--- src/rtl/osd_mix_pkg.sv ---
// Package: shared widths, layer record and mode encodings for the compositor.
// Assumes a 4-bit color code; layer index 0 is the highest priority.
package osd_mix_pkg;
    localparam int COLOR_W    = 4;
    localparam int NUM_LAYERS = 7;
    localparam int IDX_W      = $clog2(NUM_LAYERS);

    typedef logic [COLOR_W-1:0] color_t;

    typedef struct packed {
        logic   act;
        color_t col;
    } layer_t;

    typedef enum logic [1:0] {
        BG_NONE   = 2'b00,
        BG_SOLID  = 2'b01,
        BG_SUNKEN = 2'b10,
        BG_RAISED = 2'b11
    } bg_style_e;

    typedef enum logic [1:0] {
        TRIM_NEVER      = 2'b00,
        TRIM_PLAIN      = 2'b01,
        TRIM_PLAIN_FLAT = 2'b10,
        TRIM_ALWAYS     = 2'b11
    } trim_mode_e;
endpackage

--- src/rtl/osd_layer_gate.sv ---
// Module: applies global/per-line enables, transparency and outline mode,
// producing one presence flag and color per layer in priority order.
// Assumes purely combinational use within one dot clock.
module osd_layer_gate
    import osd_mix_pkg::*;
(
    input  logic                       spr_on,
    input  logic                       scr_on,
    input  logic                       disp_on,
    input  logic                       row_chr_on,
    input  logic [1:0]                 trim_mode,
    input  logic [1:0]                 bg_style,
    input  logic                       spr_hit,
    input  color_t                     spr_color,
    input  logic                       spr_trim_hit,
    input  color_t                     spr_trim_color,
    input  logic                       chr_hit,
    input  color_t                     chr_color,
    input  logic                       chr_trim_hit,
    input  color_t                     chr_trim_color,
    input  logic                       cbg_hit,
    input  color_t                     cbg_color,
    input  logic                       lbg_hit,
    input  color_t                     lbg_color,
    input  color_t                     scr_color,
    output layer_t [NUM_LAYERS-1:0]    layers_o
);
    logic chr_group_on;
    logic trim_allowed;
    logic cbg_opaque;

    // Purpose: group enables for character-related layers.
    always_comb chr_group_on = disp_on && row_chr_on;

    // Purpose: decide whether the character outline may show for this style.
    always_comb begin
        unique case (trim_mode_e'(trim_mode))
            TRIM_NEVER:      trim_allowed = 1'b0;
            TRIM_PLAIN:      trim_allowed = (bg_style == BG_NONE);
            TRIM_PLAIN_FLAT: trim_allowed = (bg_style == BG_NONE) || (bg_style == BG_SOLID);
            default:         trim_allowed = 1'b1;
        endcase
    end

    // Purpose: a character background needs a style and a nonzero code.
    always_comb cbg_opaque = (bg_style != BG_NONE) && (cbg_color != '0);

    // Purpose: assemble layers, index 0 on top.
    always_comb begin
        layers_o[0] = '{act: spr_on && spr_hit,                     col: spr_color};
        layers_o[1] = '{act: spr_on && spr_trim_hit,                col: spr_trim_color};
        layers_o[2] = '{act: chr_group_on && chr_hit,               col: chr_color};
        layers_o[3] = '{act: chr_group_on && trim_allowed && chr_trim_hit, col: chr_trim_color};
        layers_o[4] = '{act: chr_group_on && cbg_hit && cbg_opaque, col: cbg_color};
        layers_o[5] = '{act: disp_on && lbg_hit,                    col: lbg_color};
        layers_o[6] = '{act: scr_on,                                col: scr_color};
    end
endmodule

--- src/rtl/osd_priority_sel.sv ---
// Module: fixed-priority picker over N layers; lowest index wins.
// Assumes layers arrive already gated; outputs 0 and no hit when none present.
module osd_priority_sel
    import osd_mix_pkg::*;
#(
    parameter int N = NUM_LAYERS
) (
    input  layer_t [N-1:0] layers_i,
    output color_t         color_o,
    output logic           any_o
);
    // Purpose: scan from the bottom so higher layers override lower ones.
    always_comb begin
        color_o = '0;
        any_o   = 1'b0;
        for (int i = N - 1; i >= 0; i--) begin
            if (layers_i[i].act) begin
                color_o = layers_i[i].col;
                any_o   = 1'b1;
            end
        end
    end
endmodule

--- src/rtl/osd_out_stage.sv ---
// Module: output register with per-output polarity.
// Assumes synchronous active-low reset clearing both outputs to 0.
module osd_out_stage
    import osd_mix_pkg::*;
(
    input  logic   clk,
    input  logic   rst_n,
    input  logic   color_inv,
    input  logic   period_inv,
    input  color_t color_i,
    input  logic   any_i,
    output color_t color_o,
    output logic   period_o
);
    // Purpose: register the chosen dot with polarity applied.
    always_ff @(posedge clk) begin
        if (!rst_n) begin
            color_o  <= '0;
            period_o <= 1'b0;
        end else begin
            color_o  <= color_i ^ {COLOR_W{color_inv}};
            period_o <= any_i ^ period_inv;
        end
    end
endmodule

--- src/rtl/osd_pixel_compositor.sv ---
// Module: top of the on-screen-display dot compositor.
// Gates layers, picks the topmost, registers the result (one-cycle latency).
// Assumes all inputs are synchronous to the dot clock.
module osd_pixel_compositor
    import osd_mix_pkg::*;
(
    input  logic               clk,
    input  logic               rst_n,
    input  logic               spr_on,
    input  logic               scr_on,
    input  logic               disp_on,
    input  logic               row_chr_on,
    input  logic [1:0]         trim_mode,
    input  logic [1:0]         bg_style,
    input  logic               color_inv,
    input  logic               period_inv,
    input  logic               spr_hit,
    input  logic [COLOR_W-1:0] spr_color,
    input  logic               spr_trim_hit,
    input  logic [COLOR_W-1:0] spr_trim_color,
    input  logic               chr_hit,
    input  logic [COLOR_W-1:0] chr_color,
    input  logic               chr_trim_hit,
    input  logic [COLOR_W-1:0] chr_trim_color,
    input  logic               cbg_hit,
    input  logic [COLOR_W-1:0] cbg_color,
    input  logic               lbg_hit,
    input  logic [COLOR_W-1:0] lbg_color,
    input  logic [COLOR_W-1:0] scr_color,
    output logic [COLOR_W-1:0] color_o,
    output logic               period_o
);
    layer_t [NUM_LAYERS-1:0] layers;
    color_t                  pick_color;
    logic                    pick_any;

    osd_layer_gate i_gate (
        .spr_on         (spr_on),
        .scr_on         (scr_on),
        .disp_on        (disp_on),
        .row_chr_on     (row_chr_on),
        .trim_mode      (trim_mode),
        .bg_style       (bg_style),
        .spr_hit        (spr_hit),
        .spr_color      (spr_color),
        .spr_trim_hit   (spr_trim_hit),
        .spr_trim_color (spr_trim_color),
        .chr_hit        (chr_hit),
        .chr_color      (chr_color),
        .chr_trim_hit   (chr_trim_hit),
        .chr_trim_color (chr_trim_color),
        .cbg_hit        (cbg_hit),
        .cbg_color      (cbg_color),
        .lbg_hit        (lbg_hit),
        .lbg_color      (lbg_color),
        .scr_color      (scr_color),
        .layers_o       (layers)
    );

    osd_priority_sel #(.N(NUM_LAYERS)) i_sel (
        .layers_i (layers),
        .color_o  (pick_color),
        .any_o    (pick_any)
    );

    osd_out_stage i_out (
        .clk        (clk),
        .rst_n      (rst_n),
        .color_inv  (color_inv),
        .period_inv (period_inv),
        .color_i    (pick_color),
        .any_i      (pick_any),
        .color_o    (color_o),
        .period_o   (period_o)
    );
endmodule

--- config.mk ---
export PLATFORM = sky130hd
export DESIGN_NAME = osd_pixel_compositor
export DESIGN_NICKNAME = d
export VERILOG_FILES = /design/src/rtl/osd_mix_pkg.sv /design/src/rtl/osd_layer_gate.sv /design/src/rtl/osd_priority_sel.sv /design/src/rtl/osd_out_stage.sv /design/src/rtl/osd_pixel_compositor.sv
export SDC_FILE = /design/constraint.sdc
export NUM_CORES = 1
export LEC_CHECK = 0
export BUFFER_PORTS_ARGS = -buffer_cell sky130_fd_sc_hd__buf_2
export CAP_MARGIN = 20
export CORE_UTILIZATION = 43
export CTS_CLUSTER_DIAMETER = 150
export DETAILED_ROUTE_END_ITERATION = 7
export GPL_TIMING_DRIVEN = 0
export PLACE_DENSITY = 0.81
export SKIP_LAST_GASP = 1
export SLEW_MARGIN = 20
export SYNTH_ARGS = -nofsm -noshare
export SYNTH_HDL_FRONTEND = slang
export SYNTH_HIERARCHICAL = 1
export SYNTH_SLANG_ARGS = --single-unit
--- constraint.sdc ---
create_clock -name clk -period 3.96 [get_ports clk]
set_input_delay 0.792 -clock clk [delete_from_list [all_inputs] [get_ports clk]]
set_output_delay 0.792 -clock clk [all_outputs]
set_load 0.005 [all_outputs]
==> flow_summary.ini <==
[floorplan]
die-area_um2 = 1850
core_um2 = 1540
io_pins = 51
die_w_um = 43.0
start_util_pct = 47.0
rows = 14
fp.dieH_um = 43.0

[setup_path]
endpoint_kind = flop
start_kind = input port
cp_data_arrival_time_ns = 2.33
endpoint = i_out/color_o[0]
startpoint = bg_style[1]
worst_ep_required_time_ns = 4.14
crit_path_max_fanout = 4
worstSetupPathType = in -> reg

[grt]
busiest_layer = met2
grt_antenna_before_repair = 0
grt_usage_pct = 17.6
grt_overflow = 0
grt_use_met1_pct = 19.0
grt_max_degree = 10
grtUsageMet2_pct = 35.2
grt_pass1_wl_um = 2550
use_met3_pct = 1.28
grt_pass1_vias = 693

[clock_network]
ctsHoldBuffers = 0
cts_inserted_buffers = 3
cts_setup_buffers = 0
clk_pin_slew_ns = 0.05
cts_tree = yes
clock-root-buffer = clkbuf_4
cts_resized = 0
htreeDepth = 1
clock_sinks = 5
clockBufferDepth = 2

[layout]
final_common_cell = buf_4
drive_gt1_share_pct = 49.6
area_growth_pct = 23.7
instances_no_fill = 141
layout.nets = 172
antenna_cells = 0
utilization_pct = 58.1
layout_common_cells = 29 x buf_4, 26 x buf_2, 8 x and2_1

[timing]
post-route-min-period_ns = 2.15
setup_viol = 0
max_freq_mhz = 465
final_hold_viol_count = 0
hold_slack_ns = 0.812
setup_tns_ns = 0
finalCritPeriodShare_pct = 54.3
tightestPinTransition_ns = 0.317
grt_setup_unrepaired = no
slew_headroom_pct = 78.8
slew_violations = 0

[yosys]
synthDistinctLibCells = 25
synth.top_cells.by_area = buf_4 30%, dfxtp_1 14%, and2_1 6.9%
yosys_warnings = 6
syn_area_per_cell_um2 = 7.55
yosysTopAreaCellShare_pct = 30.1
syn_area_um2 = 724
yosysTopAreaCell = buf_4
netlist_instances = 96
synth_nets = 142
yosysSeqAreaShare_pct = 13.8
ys_seq_elements = 5

[power]
powerDensity_nw_per_um2 = 220
p_switching_uw = 53.5
power_uw = 197
sw_frac_of_total_pct = 27.1
leakage_nw = 0.451
power_frac_comb_pct = 41.3
seqPwrFrac_pct = 29.2
p_int_uw = 144
pwr-share-clk_pct = 29.5
peakVddDrop_v = 0.0000768

[detailed_routing]
drt-pass1-iter-count = 4
routed-via-count = 725
ant_nets = 0
drtIter0Drc = 8
viasPerCell = 5.14
drc = 0
wirelength_um = 1620
wl_per_cell_um = 11.5

[placement]
port_buffers = 25
gp_congestion = 0.700
dp_hpwl_um = 1350
dp.cells = 137

[status]
outcome = complete, no violations

[hold_path]
hp-class = in -> reg

[flow_run]
cap_violations = 0
-- worst min path at each step --
stage / depth (start not counted) / slack, ns / start / end
2_1_floorplan: 1 / 0.91 / rst_n / i_out/color_o[0]
3_3_place_gp: 2 / 1.04 / rst_n / i_out/period_o
3_5_place_dp: 2 / 1.05 / rst_n / i_out/color_o[1]
4_1_cts: 2 / 0.80 / rst_n / i_out/color_o[1]
5_1_grt: 2 / 0.81 / rst_n / i_out/color_o[1]
6_report: 2 / 0.81 / rst_n / i_out/color_o[1]
-- worst max-delay path, cell delays in order --
cell     delay [ns]
buf_2          0.10
inv_1          0.04
o21ai_0        0.15
a21oi_1        0.14
or2_4          0.29
a221o_1        0.27
a31oi_1        0.23
xor2_1         0.18
and2_1         0.15
-- cells in the mapped netlist (all sizes together) --
| master | instances |
|---|---|
| nand3b | 5 |
| or2 | 1 |
| o21ai | 2 |
| xor2 | 5 |
| nor4 | 1 |
| a21oi | 5 |
| a221o | 4 |
| and3 | 1 |
| nand2 | 2 |
| inv | 6 |
| nand2b | 1 |
| a22oi | 3 |
| nor2 | 4 |
| o2111ai | 1 |
| a41oi | 1 |
| and2 | 8 |
| dfxtp | 5 |
| buf | 30 |
| nor3 | 1 |
| o22ai | 3 |
| or3b | 1 |
| and2b | 1 |
| a31oi | 3 |
| nand3 | 2 |
-- stage by stage --
| stage | setup slack, ns | instance area [um2] |
|---|---|---|
| final | 1.81 | 896 |
| after global routing | 1.60 | 896 |
| after CTS | 1.84 | 896 |
| after detailed placement | 1.59 | 870 |
| after global placement | 1.64 | 870 |
| after floorplan | 1.84 | 724 |
-- flip-flops by register name, summed over array words and instances, names as in the netlist --
register,count
i_out/color_o,4
i_out/period_o,1
-- routing by layer --
layer | up-vias | routed length, um | share of wire (%)
met5 | - | 0 | 0
met4 | 0 | 0 | 0
met3 | 0 | 92 | 5.7
met2 | 29 | 873 | 54
met1 | 331 | 649 | 40
li1 | 365 | - | -
-- cell families (layout without fill, tap and decap cells) --
| group | count (synthesis) | count (layout) | share of synthesized area (%) |
|---|---|---|---|
| buffers and inverters | 36 | 65 | 33.9 |
| and+or+nand+nor | 28 | 28 | 24.2 |
| xor gates and xnor gates | 5 | 5 | 6.04 |
| AOI/OAI and AO/OA | 22 | 22 | 22.1 |
| DFF | 5 | 5 | 13.8 |
-- final cells by class --
cell class	instances	area, um2
fillers	139	646
multi-input cells	55	379
plain buffers	30	223
repair buffers	25	125
flip-flops and latches	5	100
clock buffers	4	26.3
inverters	6	22.5
well taps	16	20.0
-- power groups by stage --
stage / registers [mW] / clock network [mW] / logic (mW)
after floorplan: 0.0597 / 0 / 0.0548
after global placement: 0.0582 / 0 / 0.0787
after detailed placement: 0.0587 / 0 / 0.0808
after CTS: 0.0577 / 0.0603 / 0.0811
after global routing: 0.0581 / 0.0640 / 0.0890
final: 0.0576 / 0.0581 / 0.0814
(Power assumes the default switching activity.)
